File: config.mk
export PLATFORM = sky130hd
export DESIGN_NAME = spi_flash_seq
export DESIGN_NICKNAME = d
export VERILOG_FILES = /design/src/rtl/spi_seq_pkg.sv /design/src/rtl/spi_seq_decode.sv /design/src/rtl/spi_seq_fsm.sv /design/src/rtl/spi_seq_csgen.sv /design/src/rtl/spi_flash_seq.sv
export SDC_FILE = /design/constraint.sdc
export NUM_CORES = 1
export LEC_CHECK = 0
export ABC_AREA = 0
export BUFFER_PORTS_ARGS = -buffer_cell sky130_fd_sc_hd__buf_2
export CAP_MARGIN = 20
export CORE_MARGIN = 2
export CORE_UTILIZATION = 46
export CTS_BUF_LIST = sky130_fd_sc_hd__clkbuf_16
export CTS_CLUSTER_SIZE = 12
export DETAILED_ROUTE_END_ITERATION = 12
export GPL_TIMING_DRIVEN = 0
export PLACE_DENSITY = 0.75
export SYNTH_ARGS = -nofsm -noshare
export SYNTH_HDL_FRONTEND = slang
export SYNTH_SLANG_ARGS = --single-unit
export TNS_END_PERCENT = 5
File: constraint.sdc
create_clock -name clk -period 6.5 [get_ports clk]
set_input_delay 0.325 -clock clk [delete_from_list [all_inputs] [get_ports clk]]
set_output_delay 0.325 -clock clk [all_outputs]
set_load 0.02 [all_outputs]
File: src/rtl/spi_seq_pkg.sv
package spi_seq_pkg;

   typedef enum logic [1:0] {
      MD_READ  = 2'd0,
      MD_FAST  = 2'd1,
      MD_WRITE = 2'd2,
      MD_USER  = 2'd3
   } seq_mode_e;

   typedef enum logic [2:0] {
      ST_IDLE,
      ST_CMD,
      ST_ADDR,
      ST_DUMMY,
      ST_DATA,
      ST_FIN
   } seq_state_e;

   // control word field positions
   localparam int CTL_STOP_BIT  = 2;
   localparam int CTL_DLO_LSB   = 6;
   localparam int CTL_WIDE_BIT  = 13;
   localparam int CTL_DHI_BIT   = 14;
   localparam int CTL_OP_LSB    = 16;
   localparam int CTL_DUAL_BIT  = 28;

   localparam logic [7:0] PLAIN_READ_OP = 8'h03;

   typedef struct packed {
      seq_mode_e   mode;
      logic [7:0]  opcode;
      logic        wide;
      logic [5:0]  ndum;
      logic [31:0] faddr;
      logic        skip;
   } seq_plan_t;

endpackage

File: src/rtl/spi_seq_decode.sv
module spi_seq_decode
   import spi_seq_pkg::*;
#(
   parameter int NUM_CS   = 2,
   parameter int CS_W     = 1,
   parameter int WEN_BASE = 16
) (
   input  logic [31:0]     ctl_word,
   input  logic [31:0]     cfg_word,
   input  logic [CS_W-1:0] cs_idx,
   input  logic            we,
   input  logic [31:0]     addr,
   input  logic [4:0]      log2_sz,
   output seq_plan_t       plan
);

   logic [NUM_CS-1:0] wen_bits;
   logic [5:0]        dum_raw;
   logic [31:0]       win_mask;
   seq_mode_e         md;

   assign wen_bits = cfg_word[WEN_BASE +: NUM_CS];
   assign md       = seq_mode_e'(ctl_word[1:0]);
   assign dum_raw  = {ctl_word[CTL_DHI_BIT], ctl_word[CTL_DLO_LSB +: 2], 3'b000};
   assign win_mask = ~(32'hFFFF_FFFF << log2_sz);

   always_comb begin
      plan.mode   = md;
      plan.opcode = (md == MD_READ) ? PLAIN_READ_OP : ctl_word[CTL_OP_LSB +: 8];
      plan.wide   = ctl_word[CTL_WIDE_BIT];
      plan.faddr  = addr & win_mask;
      if (md == MD_FAST) begin
         plan.ndum = ctl_word[CTL_DUAL_BIT] ? (dum_raw >> 1) : dum_raw;
      end else begin
         plan.ndum = 6'd0;
      end
      if (we) begin
         plan.skip = !wen_bits[cs_idx] || (md == MD_READ) || (md == MD_FAST);
      end else begin
         plan.skip = (md == MD_WRITE);
      end
   end

endmodule

File: src/rtl/spi_seq_fsm.sv
module spi_seq_fsm
   import spi_seq_pkg::*;
#(
   parameter int DATA_BYTES = 4,
   parameter int CS_W       = 1,
   parameter int SZ_W       = 3
) (
   input  logic                    clk,
   input  logic                    rst_n,
   input  logic                    bus_req,
   input  logic                    bus_we,
   input  logic [CS_W-1:0]         bus_cs,
   input  logic [SZ_W-1:0]         bus_size,
   input  logic [8*DATA_BYTES-1:0] bus_wdata,
   input  seq_plan_t               plan,
   input  logic [7:0]              dummy_byte,
   input  logic                    sh_done,
   input  logic [7:0]              sh_rx,
   output logic                    busy,
   output logic                    bus_ack,
   output logic [8*DATA_BYTES-1:0] bus_rdata,
   output logic                    sh_req,
   output logic [7:0]              sh_tx,
   output logic                    frame_nx,
   output logic [CS_W-1:0]         cs_nx
);

   localparam int LANE_W = $clog2(DATA_BYTES);
   localparam int DW     = 8 * DATA_BYTES;

   seq_state_e        st_q, st_nx;
   seq_plan_t         pl_q;
   logic              we_q;
   logic [CS_W-1:0]   cs_q;
   logic [LANE_W-1:0] last_q, last_in;
   logic [DW-1:0]     wdata_q, rdata_q;
   logic [7:0]        ddat_q;
   logic [5:0]        cnt_q;
   logic              accept, hs, phase_end;
   logic [1:0]        abyte_idx;
   logic [LANE_W-1:0] lane;
   seq_mode_e         mode_nx;

   assign accept    = bus_req && (st_q == ST_IDLE);
   assign hs        = sh_req && sh_done;
   assign lane      = cnt_q[LANE_W-1:0];
   assign abyte_idx = (pl_q.wide ? 2'd3 : 2'd2) - cnt_q[1:0];

   always_comb begin
      if (bus_size == '0) begin
         last_in = '0;
      end else if (bus_size > SZ_W'(DATA_BYTES)) begin
         last_in = LANE_W'(DATA_BYTES - 1);
      end else begin
         last_in = LANE_W'(bus_size - SZ_W'(1));
      end
   end

   always_comb begin
      st_nx = st_q;
      unique case (st_q)
         ST_IDLE: if (accept) begin
            if (plan.skip)                st_nx = ST_FIN;
            else if (plan.mode == MD_USER) st_nx = ST_DATA;
            else                          st_nx = ST_CMD;
         end
         ST_CMD:   if (hs) st_nx = ST_ADDR;
         ST_ADDR:  if (hs && cnt_q == (pl_q.wide ? 6'd3 : 6'd2))
                      st_nx = (pl_q.ndum != 6'd0) ? ST_DUMMY : ST_DATA;
         ST_DUMMY: if (hs && cnt_q == pl_q.ndum - 6'd1) st_nx = ST_DATA;
         ST_DATA:  if (hs && cnt_q == 6'(last_q)) st_nx = ST_FIN;
         ST_FIN:   st_nx = ST_IDLE;
         default:  st_nx = ST_IDLE;
      endcase
   end

   assign phase_end = (st_nx != st_q);

   always_ff @(posedge clk or negedge rst_n) begin
      if (!rst_n) begin
         st_q    <= ST_IDLE;
         pl_q    <= '0;
         we_q    <= 1'b0;
         cs_q    <= '0;
         last_q  <= '0;
         wdata_q <= '0;
         rdata_q <= '0;
         ddat_q  <= '0;
         cnt_q   <= '0;
      end else begin
         st_q <= st_nx;
         if (accept) begin
            pl_q    <= plan;
            we_q    <= bus_we;
            cs_q    <= bus_cs;
            last_q  <= last_in;
            wdata_q <= bus_wdata;
            ddat_q  <= dummy_byte;
            rdata_q <= '0;
         end
         if (st_q == ST_DATA && hs && !we_q) begin
            rdata_q[lane*8 +: 8] <= sh_rx;
         end
         if (phase_end)  cnt_q <= '0;
         else if (hs)    cnt_q <= cnt_q + 6'd1;
      end
   end

   always_comb begin
      unique case (st_q)
         ST_CMD:   sh_tx = pl_q.opcode;
         ST_ADDR:  sh_tx = 8'(pl_q.faddr >> {abyte_idx, 3'b000});
         ST_DUMMY: sh_tx = ddat_q;
         ST_DATA:  sh_tx = we_q ? 8'(wdata_q >> {lane, 3'b000}) : 8'h00;
         default:  sh_tx = 8'h00;
      endcase
   end

   assign sh_req    = (st_q == ST_CMD) || (st_q == ST_ADDR) ||
                      (st_q == ST_DUMMY) || (st_q == ST_DATA);
   assign busy      = (st_q != ST_IDLE);
   assign bus_ack   = (st_q == ST_FIN);
   assign bus_rdata = rdata_q;

   assign mode_nx  = accept ? plan.mode : pl_q.mode;
   assign cs_nx    = accept ? bus_cs : cs_q;
   assign frame_nx = ((st_nx == ST_CMD) || (st_nx == ST_ADDR) ||
                      (st_nx == ST_DUMMY) || (st_nx == ST_DATA)) &&
                     (mode_nx != MD_USER);

endmodule

File: src/rtl/spi_seq_csgen.sv
module spi_seq_csgen #(
   parameter int NUM_CS = 2,
   parameter int CS_W   = 1
) (
   input  logic              clk,
   input  logic              rst_n,
   input  logic              frame_nx,
   input  logic [CS_W-1:0]   cs_nx,
   input  logic [NUM_CS-1:0] stop_bits,
   output logic [NUM_CS-1:0] cs_n
);

   for (genvar i = 0; i < NUM_CS; i++) begin : g_line
      always_ff @(posedge clk or negedge rst_n) begin
         if (!rst_n) begin
            cs_n[i] <= 1'b1;
         end else if (frame_nx && cs_nx == CS_W'(i)) begin
            cs_n[i] <= 1'b0;
         end else begin
            cs_n[i] <= stop_bits[i];
         end
      end
   end

endmodule

File: src/rtl/spi_flash_seq.sv
module spi_flash_seq
   import spi_seq_pkg::*;
#(
   parameter int NUM_CS     = 2,
   parameter int DATA_BYTES = 4,
   parameter int WEN_BASE   = 16,
   localparam int CS_W      = $clog2(NUM_CS),
   localparam int SZ_W      = $clog2(DATA_BYTES + 1)
) (
   input  logic                    clk,
   input  logic                    rst_n,
   input  logic                    bus_req,
   input  logic                    bus_we,
   input  logic [CS_W-1:0]         bus_cs,
   input  logic [31:0]             bus_addr,
   input  logic [SZ_W-1:0]         bus_size,
   input  logic [8*DATA_BYTES-1:0] bus_wdata,
   output logic                    bus_ack,
   output logic [8*DATA_BYTES-1:0] bus_rdata,
   output logic                    busy,
   input  logic [32*NUM_CS-1:0]    ctl_regs,
   input  logic [31:0]             cfg_reg,
   input  logic [7:0]              dummy_byte,
   input  logic [5*NUM_CS-1:0]     win_log2,
   output logic                    sh_req,
   output logic [7:0]              sh_tx,
   input  logic                    sh_done,
   input  logic [7:0]              sh_rx,
   output logic [NUM_CS-1:0]       cs_n
);

   if (NUM_CS < 2 || (NUM_CS & (NUM_CS - 1)) != 0 || WEN_BASE + NUM_CS > 32) begin : g_bad_cs
      initial $fatal(1, "NUM_CS must be a power of two fitting the enable field");
   end
   if (DATA_BYTES < 2 || DATA_BYTES > 4) begin : g_bad_bytes
      initial $fatal(1, "DATA_BYTES must be 2 to 4");
   end

   logic [31:0]       ctl_arr [NUM_CS];
   logic [4:0]        lg_arr  [NUM_CS];
   logic [NUM_CS-1:0] stop_bits;

   for (genvar i = 0; i < NUM_CS; i++) begin : g_split
      assign ctl_arr[i]   = ctl_regs[32*i +: 32];
      assign lg_arr[i]    = win_log2[5*i +: 5];
      assign stop_bits[i] = ctl_regs[32*i + CTL_STOP_BIT];
   end

   seq_plan_t       plan;
   logic            frame_nx;
   logic [CS_W-1:0] cs_nx;

   spi_seq_decode #(.NUM_CS(NUM_CS), .CS_W(CS_W), .WEN_BASE(WEN_BASE)) u_dec (
      .ctl_word (ctl_arr[bus_cs]),
      .cfg_word (cfg_reg),
      .cs_idx   (bus_cs),
      .we       (bus_we),
      .addr     (bus_addr),
      .log2_sz  (lg_arr[bus_cs]),
      .plan     (plan)
   );

   spi_seq_fsm #(.DATA_BYTES(DATA_BYTES), .CS_W(CS_W), .SZ_W(SZ_W)) u_fsm (
      .clk        (clk),
      .rst_n      (rst_n),
      .bus_req    (bus_req),
      .bus_we     (bus_we),
      .bus_cs     (bus_cs),
      .bus_size   (bus_size),
      .bus_wdata  (bus_wdata),
      .plan       (plan),
      .dummy_byte (dummy_byte),
      .sh_done    (sh_done),
      .sh_rx      (sh_rx),
      .busy       (busy),
      .bus_ack    (bus_ack),
      .bus_rdata  (bus_rdata),
      .sh_req     (sh_req),
      .sh_tx      (sh_tx),
      .frame_nx   (frame_nx),
      .cs_nx      (cs_nx)
   );

   spi_seq_csgen #(.NUM_CS(NUM_CS), .CS_W(CS_W)) u_cs (
      .clk       (clk),
      .rst_n     (rst_n),
      .frame_nx  (frame_nx),
      .cs_nx     (cs_nx),
      .stop_bits (stop_bits),
      .cs_n      (cs_n)
   );

endmodule

After elaboration in Yosys (flattened, before gate mapping)

Cells that the tools add are included.

$add $sub $neg: 5
Magnitude comparators: 3
Equal/unequal tests: 17
Shift-type cells: 5
Mux-type cells: 36
Bitwise operators: 4
Reduce and logical (&&, ||, !) cells: 26

Operators with widths:

| kind                    | count |
|---|---|
| $mux 29                 | 3 |
| $mux 32                 | 2 |
| $shr 32x5->8            | 2 |
| $neg 5->34              | 1 |
| $shift 8x34->32 const A | 1 |
| $shiftx 8x34->32        | 1 |
| $and 32x32->32          | 1 |
| $bwmux 32               | 1 |
| $not 32->32             | 1 |
| $pmux 8 s4              | 1 |
| $shl 32x5->32 const A   | 1 |
| $mux 3                  | 8 |
| $mux 6                  | 4 |
| $mux 8                  | 2 |
| $mux 5                  | 3 |
| $pmux 3 s5              | 1 |
| $eq 3x2->1 const B      | 4 |
| $eq 6x6->1              | 2 |
| $logic_and 1x1->1       | 10 |
| $eq 3x3->1 const B      | 3 |
| $logic_or 1x1->1        | 8 |
| $mux 1                  | 8 |
| $add 6x1->6 const B     | 1 |
| $eq 3x1->1 const B      | 2 |
| 20 further kinds        | 25 |

Register bits after elaboration: 136
Bits of input ports: 195
Output and inout port bits: 45
Logic and storage cells: 111

Logic depth before layout (Yosys ltp)

Gate-level depths: netlist of run 1.

Depth after elaboration: 18
Depth in mapped cells: 10
Mapped depth without buffers: 9

Hierarchy

A second synthesis of run 1 with hierarchy kept.

Cell total of the unflattened synthesis: 824
Area total of the unflattened synthesis: 7716.2 sq um

Modules (own cells, without submodules):

| module         | instances | cells an instance | area an instance (sq um) | sequential area each (sq um) |
|---|---|---|---|---|
| spi_seq_fsm    | 1         | 680               | 6414.9                   | 3353.2 |
| spi_seq_decode | 1         | 98                | 629.4                    | 0.0 |
| spi_flash_seq  | 1         | 41                | 600.6                    | 0.0 |
| spi_seq_csgen  | 1         | 5                 | 71.3                     | 52.6 |

Worst setup path after synthesis of run 1

OpenSTA, ideal clock, no wires.

Kind: reg-to-output
From: register u_fsm.cnt_q[0]
To: output port sh_tx[0]
Arrival time: 1.971 ns
Data required time: 6.175 ns
Path slack: 4.204 ns
Stages on the path, launching flop included: 6
Path buffers: 1
Path through: dfrtp_1 -> ha_1 -> buf_1 -> mux4_2 -> nand2_1 -> o221ai_1

Cells in the longest elaborated chain, start to end: 3
Elaborated cells between the ends (all ways): 5
Classes of those cells: 1 x add/sub; 2 x shift; 2 x mux

RTL lines:

| what                                               | RTL line                               | source |
|---|---|---|
| start, declared                                    | spi_seq_fsm.sv:38                      | `logic [5:0] cnt_q;` |
| start signal, assigned                             | spi_seq_fsm.sv:105                     | `else if (hs) cnt_q <= cnt_q + 6'd1;` |
| $sub 2x2->2 / $shr 32x5->8 (equally long branches) | spi_seq_fsm.sv:47, spi_seq_fsm.sv:114  |  |
| $shr 32x5->8 / $mux 8 (equally long branches)      | spi_seq_fsm.sv:112, spi_seq_fsm.sv:114 |  |
| $pmux 8 s4 *                                       | spi_seq_fsm.sv:110                     | `unique case (st_q)` |
| end, declared                                      | spi_flash_seq.sv:26                    | `output logic [7:0] sh_tx,` |

Every way passes the cells marked *; elsewhere a longest branch is shown, timed or not.

Worst setup path in the final report of run 1

From: register u_fsm.cnt_q[0]
To: output port sh_tx[7]

The elaborated chain is that of the path after synthesis.

==> metrics.md, run 1 <==
| Metric | Value |
|---|---|
| Critical path type | `flop to output pin` |
| Yosys Warn Count | `0` |
| Die ar. | `roughly 0.015 mm^2` |
| Sequential cell area | `about 0.0033 mm^2` |
| Mapped Cells | `just under 700` |
| ANT cells | `0` |
| Dpl ws | `roughly 3700 ps` |
| Skew final | `between 7 and 8 ps` |
| Boundary Pins | `240` |
| TritonCTS clock tree | `done` |
| Synthesized area | `approximately 0.0066 mm^2` |
| DR pass1 iterations | `5` |
| Pleak | `0.00429 uW` |
| Hold Path Class | `input port to flop` |
| Core Area | `0.0140 mm^2` |
| CTS Buf Count | `17` |
| Worst endpoint data arrival time | `slightly above 3000 ps` |
| Initial antenna violation count | `0` |
| RSZ-0062 raised after global routing | `false` |
| Top-count cell post-synth | `nand2_1` |
| Total of max-cap violations | `0` |
| Area grow syn2layout | `26.2%` |
| Vias/cell | `approximately 5.5` |
| Filler instances | `1253` |
| Clock transition at path regs | `about 60 ps` |
| GR Overflow Total | `0` |
| NumNets Final | `approximately 1.1k` |
| Peak VDD IR | `0.307 mV` |
| Synth top area share | `between 40% and 50%` |
| Tcrit/Tclk final | `51.8%` |
| CP required | `between 6000 and 7000 ps` |
| Outcome | `completed` |
| FMAX | `around 300 MHz` |
| Clk_lat worst skew | `around 430 ps` |
| Number of gates resized after CTS | `0` |
| Die width | `124 um` |
| Post-DP HPWL | `13500 um` |
| Crit end category | `output pin` |
| Max clock buf depth | `2` |
| Final ANT Viol Nets | `0` |
| # DRC | `0` |
| Hold Fails Final Rpt | `0` |
| Initial DRC Count | `443` |
| WL/cell | `about 17 um` |
| Min cycle time layout | `between 3000 and 4000 ps` |
| Post-synth cell types | `55` |
| Seq/Total Area, Yosys | `about half` |
| Commonest cells in the netlist | `nand2_1 (202), dfrtp_1 (131), o21ai_0 (60), a22o_1 (26), nand3_1 (25)` |
| Top cells by area, synth | `dfrtp_1 (49%), nand2_1 (11%), mux4_2 (5.1%), o21ai_0 (4.5%), mux2i_1 (3.5%)` |
| Synth Area per Inst | `a little under 10 um^2` |
| EDFF count, synth | `0` |
| Largest net degree at the start of global routing | `89` |
| Util after Layout | `60.0%` |
| CTS sink cnt | `between 100 and 150` |
| Vias in the first global route | `~6.0k` |
| Crit Path Max Fanout | `9` |
| H-Tree Depth | `4` |
| Post-synth top flop | `dfrtp_1` |
| Starting Density | `about 48%` |
| IO buf count | `approximately 180` |
| Startpoint Class | `flop` |
| Final setup fails | `0` |
| Synthesis-stage register bit count | `~130` |
| Clk root buf | `clkbuf_16` |
| Min Hold Slack | `83.3 ps` |
| Routed vias | `5903` |
| Setup TNS Final | `0 ps` |
| Syn nets | `between 800 and 900` |
| Global placement routability congestion | `about 0.90` |
| Worst Tran Pin Value | `about 1100 ps` |
| Worst slew margin | `around 25%` |
| Tot Pwr | `around 3600 uW` |
| DIE HEIGHT | `around 120 um` |
| Final WL | `18700 um` |
| Slew Limit Fails | `0` |
| Final Worst Setup Slack | `around 3100 ps` |
| Fraction of layout instances using a drive strength above 1 | `28.5%` |
| First-pass GRT wire length | `around 30000 um` |
| Async set or reset register ratio after synthesis | `100%` |
| Total Routing Usage GR | `about a quarter` |
| Row count | `43` |
| P per Cell Area | `432 mW/mm^2` |
| Multi-input logic area | `0.00305 mm^2` |
| Synth area leader | `dfrtp_1` |
==> per-layer routing <==
metal  global-route usage (%)  up-vias  share of wire (%)  wire length, um
met5                        0        -                  0                0
met4                     10.0        0                2.4              452
met3                     3.79       35                5.8             1080
met2                     40.0      261                 49             9070
met1                     33.4     2820                 43             8080
li1                         -     2787                  -                -
==> logic make-up (layout without fill, tap and decap cells) <==
logic type	Yosys count	count (layout)	share of synthesized area, %
AO/OA/AOI/OAI	133	133	13.3
XOR/XNOR	14	14	2.05
adder cells (fa/ha/maj)	9	9	1.66
buffers and inverters	62	272	4.01
flip-flops	133	133	50.1
multiplexers	45	45	9.73
AND/OR/NAND/NOR	288	288	19.1
==> registers in the layout, summed over array words and instances (netlist names) <==
name / cells
u_fsm.st_q: 3
u_fsm.wdata_q: 32
u_fsm.last_q: 2
u_fsm.bus_rdata: 32
u_fsm.we_q: 1
u_fsm.cnt_q: 6
u_cs.cs_n: 2
u_fsm.pl_q: 46
u_fsm.ddat_q: 8
u_fsm.cs_q: 1
==> path summary, 6_finish.rpt <==
kind,from,endpoint,slack (ps),cells past startpoint
setup / recovery,u_fsm.cnt_q[0],sh_tx[7],3130,7
hold / removal,bus_wdata[0],u_fsm.wdata_q[0],80,3
setup reg to reg,u_fsm.cnt_q[1],u_fsm.bus_rdata[4],3610,7
hold reg to reg,u_fsm.pl_q[4],u_fsm.pl_q[4],460,2
max in group asynchronous,rst_n,u_fsm.pl_q[10],5340,3
min in group asynchronous,rst_n,u_fsm.pl_q[38],390,2
==> timing repair <==
action / in CTS / in global routing
hold endpoints to repair: 45 / 0
hold buffers: 1 / 0
setup buffers: 0 / 0
endpoints found under the setup margin: 0 / 0
==> critical path: stages, from the launching register on <==
cell and delay [ps]:
dfrtp_1 440, ha_1 240, xnor2_1 880, mux2i_1 280, nor2b_1 60, o21ai_0 300, o221ai_1 220, buf_2 200
==> cells in the final DEF (no fill, tap or decap), types with 8 or more instances in the layout <==
cell type	instances
nand2_1	202
buf_2	181
dfrtp_1	131
o21ai_0	60
a22o_1	26
nand3_1	25
inv_1	23
mux2i_1	23
clkbuf_1	20
nor2_1	20
clkbuf_16	17
a21oi_1	16
mux4_2	15
xor2_1	9
buf_1	8
o221ai_1	8
ha_1	8
==> stage by stage <==
stage | area, um^2 | std cells
finish | 8390 | 1074
detailed placement | 7790 | 1041
global placement | 7750 | 1040
global route | 8390 | 1074
CTS | 8390 | 1074
floorplan | 6650 | 684
==> layout make-up <==
cell class                      count  area share, %
Inverter                           24           1.07
Sequential cell                   133           39.7
Clock inverter                     15           1.97
Multi-Input combinational cell    489           36.4
Clock buffer                       17           5.07
Buffer                             38           2.10
Tap cell                          180           2.69
Timing Repair Buffer              178           11.0
==> where the power goes <==
| group | switching [uW] | internal, uW | leakage (uW) | total (uW) |
|---|---|---|---|---|
| registers | 153 | 1110 | 0.00173 | 1260 |
| clock network | 372 | 597 | 0.000283 | 969 |
| logic | 847 | 543 | 0.00228 | 1390 |
Power figures use the tool's default switching activity.
==> run 2, diff against run 1 <==
Clock period 6.5 ns to 3.2 ns, I/O delays scaled along.
==> metrics.md, run 2 (synthesized netlist as in run 1, its figures left out) <==
| Metric | Value |
|---|---|
| Outcome | `completed (unchanged)` |
| Min cycle time layout | `2990 ps` |
| IO buf count | `176 (unchanged)` |
| Routed vias | `6214 (was 5903)` |
| Boundary Pins | `240 (unchanged)` |
| NumNets Final | `1141 (was 1084)` |
| WL/cell | `17.6 um (was 17.4 um)` |
| Number of setup buffers added after CTS | `0 (unchanged)` |
| Vias/cell | `5.49 (was 5.50)` |
| Max incr delay on CP | `610 ps (was 880 ps)` |
| Final setup fails | `0 (unchanged)` |
| Clk_lat worst skew | `420 ps (was 430 ps)` |
| Skew final | `8.93 ps (was 7.77 ps)` |
| Fraction of layout instances using a drive strength above 1 | `27.0% (was 28.5%)` |
| CP required | `3040 ps (was 6170 ps)` |
| P per Cell Area | `828 mW/mm^2 (was 432 mW/mm^2)` |
| Number of buffer and inverter stages on the critical path | `2 (was 1)` |
| Crit Path Max Fanout | `10 (was 9)` |
| Final WL | `19900 um (was 18700 um)` |
| Peak VDD IR | `0.552 mV (was 0.307 mV)` |
| Total of max-cap violations | `0 (unchanged)` |
| Starting Density | `47.5% (unchanged)` |
| TritonCTS clock tree | `done (unchanged)` |
| Slowest cell on the critical path | `mux4_2 (was xnor2_1)` |
| Filler instances | `1163 (was 1253)` |
| Worst endpoint data arrival time | `2830 ps (was 3040 ps)` |
| Initial antenna violation count | `0 (unchanged)` |
| Die width | `124 um (unchanged)` |
| Die ar. | `0.0154 mm^2 (unchanged)` |
| Max FFs per register | `46 (unchanged)` |
| H-Tree Depth | `4 (unchanged)` |
| Worst Tran Pin Value | `743 ps (was 1120 ps)` |
| Max clock buf depth | `2 (unchanged)` |
| Core Area | `0.0140 mm^2 (unchanged)` |
| Commonest non-fill, non-tap cell in the layout | `nand2_1 (unchanged)` |
| CTS Buf Count | `17 (unchanged)` |
| # DRC | `0 (unchanged)` |
| Multi-input logic area | `0.00306 mm^2 (was 0.00305 mm^2)` |
| Startpoint Class | `flop (unchanged)` |
| Final ANT Viol Nets | `0 (unchanged)` |
| RSZ-0062 raised after global routing | `false (unchanged)` |
| Hold Path Class | `input port to flop (unchanged)` |
| Clk root buf | `clkbuf_16 (unchanged)` |
| CTS sink cnt | `133 (unchanged)` |
| Pleak | `0.00453 uW (was 0.00429 uW)` |
| Slew Limit Fails | `0 (unchanged)` |
| Vias in the first global route | `6389 (was 5957)` |
| Global placement routability congestion | `0.898 (unchanged)` |
| Clock transition at path regs | `60 ps (about the same)` |
| Biggest register | `u_fsm.pl_q (unchanged)` |
| Area grow syn2layout | `35.0% (was 26.2%)` |
| Total Routing Usage GR | `26.2% (was 24.7%)` |
| ANT cells | `0 (unchanged)` |
| Crit end category | `output pin (unchanged)` |
| Tcrit/Tclk final | `between 90% and 100%` |
| Row count | `43 (unchanged)` |
| FMAX | `about 330 MHz` |
| Commonest cells after routing, fill and taps aside | `nand2_1 (202), buf_2 (181), dfrtp_1 (131) (unchanged)` |
| Critical path type | `flop to output pin (unchanged)` |
| GR Overflow Total | `0 (unchanged)` |
| Hold Fails Final Rpt | `0 (unchanged)` |
| DIE HEIGHT | `124 um (unchanged)` |
| Sequential cell area | `0.00333 mm^2 (unchanged)` |
| First-pass GRT wire length | `31900 um (was 30000 um)` |
| CP top delay family | `buffers and inverters (was XOR/XNOR gates)` |
| Util after Layout | `64.1% (was 60.0%)` |
| CP Cell Sequence | `ha_1, buf_1, mux4_2, nand2_1, o221ai_1, buf_2 (was ha_1, xnor2_1, mux2i_1, nor2b_1, o21ai_0, o221ai_1, buf_2)` |
| Largest net degree at the start of global routing | `89 (unchanged)` |
| Post-DP HPWL | `13500 um (unchanged)` |
| Worst slew margin | `50.5% (was 24.9%)` |
| DR pass1 iterations | `5 (unchanged)` |
| Initial DRC Count | `510 (was 443)` |
| Setup TNS Final | `0 ps (unchanged)` |
-- run 2: cell count changes in the layout (fill, tap and decap cells not counted) --
cell | before | now
xnor2_1 | 4 | 3
nor3b_1 | 3 | 2
xnor2_2 | 0 | 1
dlygate4sd3_1 | 1 | 58
nor3b_2 | 0 | 1
-- run 2: final timing paths --
| path | from | end | slack, ps | cells after the start |
|---|---|---|---|---|
| worst min-delay path | bus_addr[11] | u_fsm.pl_q[12] | 10 | 3 |
| worst min register to register | u_fsm.pl_q[4] | u_fsm.pl_q[4] | 470 | 2 |
| worst max register to register | u_fsm.st_q[0] | u_fsm.wdata_q[17] | 480 | 8 |
| min in group asynchronous | rst_n | u_fsm.pl_q[38] | 240 | 2 |
| max in group asynchronous | rst_n | u_fsm.wdata_q[31] | 2190 | 3 |
| worst max-delay path | u_fsm.cnt_q[0] | sh_tx[0] | 210 | 6 |
-- run 2: worst min-delay path, cell delays in order --
cell	delay (ps)
buf_2	100
o21ai_0	50
o21ai_0	70
-- run 2: repair_timing --
action / in CTS / in global routing
hold endpoints to repair: 102 / 0
endpoints found under the setup margin: 0 / 1
hold buffers: 58 / 0
gates resized for setup: 0 / 2
-- run 2: layout make-up --
cell class | count | area share, %
Clock buffer | 17 | 4.74
Buffer | 38 | 1.97
Inverter | 24 | 1.00
Tap cell | 180 | 2.51
Clock inverter | 15 | 1.84
Sequential cell | 133 | 37.1
Timing Repair Buffer | 235 | 16.7
Multi-Input combinational cell | 489 | 34.1
-- run 2: report_power, final --
part,internal (uW),switching [uW],total (uW)
registers,2260,315,2570
clock network,1210,750,1960
logic,1150,1740,2900
-- run 2: stage by stage --
| step | total power, uW | std cells | instance area, um^2 | hold slack, ps | setup slack, ps |
|---|---|---|---|---|---|
| finish | 7430 | 1131 | 8970 | 13.2 | 213 |
| global route | 7910 | 1131 | 8970 | 14.4 | 7.90 |
| CTS | 7430 | 1131 | 8960 | 2.47 | 55.5 |
| detailed placement | 5380 | 1041 | 7790 | 123 | 398 |
| global placement | 5320 | 1040 | 7750 | 353 | 185 |
| floorplan | 4500 | 684 | 6650 | -136 | 1010 |
-- run 2: metal layers --
metal | share of wire, % | GRT usage (%) | wire length (um) | vias up
met5 | 0 | 0 | 0 | -
met4 | 2.9 | 11.0 | 578 | 0
met3 | 5.8 | 3.96 | 1160 | 46
met2 | 50 | 43.9 | 9900 | 253
met1 | 42 | 34.1 | 8290 | 3015
li1 | - | - | - | 2900
==> run 3, diff against run 2 <==
Settings changed: PLACE_DENSITY 0.75 to 0.73, SYNTH_HIERARCHICAL from default to 1.
==> metrics.md, run 3 <==
| Metric | Value |
|---|---|
| Outcome | `completed (unchanged)` |
| Mapped Cells | `807 (was 684)` |
| DR pass1 iterations | `5 (unchanged)` |
| Area grow syn2layout | `29.6% (was 35.0%)` |
| Boundary Pins | `240 (unchanged)` |
| Starting Density | `47.0% (was 47.5%)` |
| GR Overflow Total | `0 (unchanged)` |
| WL/cell | `16.6 um (was 17.6 um)` |
| IO buf count | `176 (unchanged)` |
| Max FFs per register | `49 (was 46)` |
| Startpoint Class | `flop (unchanged)` |
| Critical path type | `flop to output pin (unchanged)` |
| Skew final | `6.99 ps (was 8.93 ps)` |
| Die ar. | `0.0173 mm^2 (was 0.0154 mm^2)` |
| Largest net degree at the start of global routing | `71 (was 89)` |
| Max incr delay on CP | `860 ps (was 610 ps)` |
| Final ANT Viol Nets | `0 (unchanged)` |
| Crit Path Max Fanout | `8 (was 10)` |
| WHS Path Cells | `3 (unchanged)` |
| Final setup fails | `0 (unchanged)` |
| Slew Limit Fails | `0 (unchanged)` |
| Yosys Warn Count | `6 (was 0)` |
| CP endpoint | `sh_tx[3] (was sh_tx[0])` |
| Worst reg2reg endpoint | `u_cs/cs_n[0] (was u_fsm.wdata_q[17])` |
| Reg2Reg Depth | `8 (unchanged)` |
| Worst endpoint data arrival time | `2800 ps (was 2830 ps)` |
| Final WL | `21200 um (was 19900 um)` |
| Pleak | `0.00501 uW (was 0.00453 uW)` |
| Max clock buf depth | `2 (unchanged)` |
| Final Worst Setup Slack | `235 ps (was 213 ps)` |
| Clock transition at path regs | `60 ps (about the same)` |
| Die width | `131 um (was 124 um)` |
| Slowest cell on the critical path | `xnor2_1 (was mux4_2)` |
| Commonest non-fill, non-tap cell in the layout | `nand2_1 (unchanged)` |
| Worst r2r src | `u_fsm/st_q[1] (was u_fsm.st_q[0])` |
| First-pass GRT wire length | `34400 um (was 31900 um)` |
| Total of max-cap violations | `0 (unchanged)` |
| Clk root buf | `clkbuf_16 (unchanged)` |
| Min cycle time layout | `2960 ps (was 2990 ps)` |
| Dpl ws | `397 ps (was 398 ps)` |
| H-Tree Depth | `4 (unchanged)` |
| R2R setup slack | `350 ps (was 480 ps)` |
| Fraction of layout instances using a drive strength above 1 | `28.4% (was 27.0%)` |
| Routed vias | `6721 (was 6214)` |
| CTS Buf Count | `17 (unchanged)` |
| Initial antenna violation count | `0 (unchanged)` |
| Number of setup buffers added after CTS | `0 (unchanged)` |
| Synthesized area | `0.00747 mm^2 (was 0.00665 mm^2)` |
| TritonCTS clock tree | `done (unchanged)` |
| CP Cell Sequence | `ha_1, xnor2_1, mux4_2, nand2_1, nand2_1, buf_2 (was ha_1, buf_1, mux4_2, nand2_1, o221ai_1, buf_2)` |
| Synth Area per Inst | `9.26 um^2 (was 9.72 um^2)` |
| Global placement routability congestion | `0.869 (was 0.898)` |
| Peak VDD IR | `0.500 mV (was 0.552 mV)` |
| Vias in the first global route | `6919 (was 6389)` |
| Initial DRC Count | `509 (was 510)` |
| Vias/cell | `5.26 (was 5.49)` |
| Crit end category | `output pin (unchanged)` |
| RSZ-0062 raised after global routing | `false (unchanged)` |
| P per Cell Area | `792 mW/mm^2 (was 828 mW/mm^2)` |
| Core Area | `0.0159 mm^2 (was 0.0140 mm^2)` |
| Filler instances | `1404 (was 1163)` |
| Setup TNS Final | `0 ps (unchanged)` |
| Total Routing Usage GR | `25.2% (was 26.2%)` |
| Commonest cells after routing, fill and taps aside | `nand2_1 (326), buf_2 (194), dfrtp_1 (134) (was nand2_1 (202), buf_2 (181), dfrtp_1 (131))` |
| CP most frequent cell | `nand2_1` |
| # DRC | `0 (unchanged)` |
| Hold Fails Final Rpt | `0 (unchanged)` |
| CTS sink cnt | `136 (was 133)` |
| CP required | `3040 ps (about the same)` |
| Hold Path Class | `input port to flop (unchanged)` |
| Biggest register | `u_fsm/pl_q (was u_fsm.pl_q)` |
| DIE HEIGHT | `131 um (was 124 um)` |
| FMAX | `337 MHz (was 335 MHz)` |
| Worst slew margin | `26.6% (was 50.5%)` |
| Worst Tran Pin Value | `1100 ps (was 743 ps)` |
| Post-DP HPWL | `15200 um (was 13500 um)` |
| ANT cells | `0 (unchanged)` |
| NumNets Final | `1254 (was 1141)` |
| Crit path from | `u_fsm/cnt_q[0] (was u_fsm.cnt_q[0])` |
| Clk_lat worst skew | `430 ps (was 420 ps)` |
| Row count | `46 (was 43)` |
| Tcrit/Tclk final | `92.6% (was 93.3%)` |
-- run 3: how the worst min path moves through the flow --
stage,startpoint,endpoint,slack [ps]
finish,sh_rx[7],u_fsm/bus_rdata[23],6
global route,sh_rx[7],u_fsm/bus_rdata[7],9
CTS,bus_we,u_fsm/we_q,1
detailed placement,rst_n,u_fsm/cs_q,220
global placement,bus_wdata[0],u_fsm/wdata_q[0],350
floorplan,rst_n,u_fsm/bus_rdata[0],-140
-- run 3: critical path: cells and delay by family, from the launching register on --
kind                       cells  cell delay, ps
xor gates and xnor gates       1             860
DFF                            1             460
muxes                          1             440
adders and majority gates      1             240
and+or+nand+nor                2             190
buffers and inverters          1             190
-- run 3: what timing repair did --
| action | 4_1_cts | 5_1_grt |
|---|---|---|
| hold buffers | 44 | 0 |
| endpoints found under the hold margin | 110 | 0 |
| resized for setup | 0 | 0 |
| setup endpoints to repair | 0 | 0 |
-- run 3: area by class of cell --
cell class / instances / area [um^2] / area share [%]
well taps: 216 / 270 / 2.79
inverters: 16 / 60.1 / 0.620
clock inverters: 15 / 154 / 1.59
plain buffers: 52 / 343 / 3.54
multi-input cells: 605 / 3670 / 37.9
clock buffers: 17 / 425 / 4.39
repair buffers: 221 / 1360 / 14.0
flip-flops and latches: 136 / 3410 / 35.2
-- run 3: stage by stage --
step	instances	hold slack (ps)	power, uW	instance area [um^2]	util [%]
after global placement	1201	352	5560	8630	54.3
after CTS	1278	1.42	7660	9680	61.0
after detailed placement	1202	220	5640	8660	54.5
after global routing	1278	9.31	8130	9680	61.0
final	1278	6.27	7670	9680	61.0
after floorplan	809	-136	4730	7480	-
-- run 3: routing by layer --
metal,part of all wire (%),GRT usage (%)
met5,0,0
met4,2.9,10.5
met3,4.6,4.75
met2,50,43.1
met1,42,31.3
-- run 3: power breakdown --
group / switching, uW / leakage, uW / internal, uW / total, uW
clock: 798 / 0.000271 / 1150 / 1950
sequential: 342 / 0.00177 / 2310 / 2650
combinational: 1870 / 0.00297 / 1210 / 3080
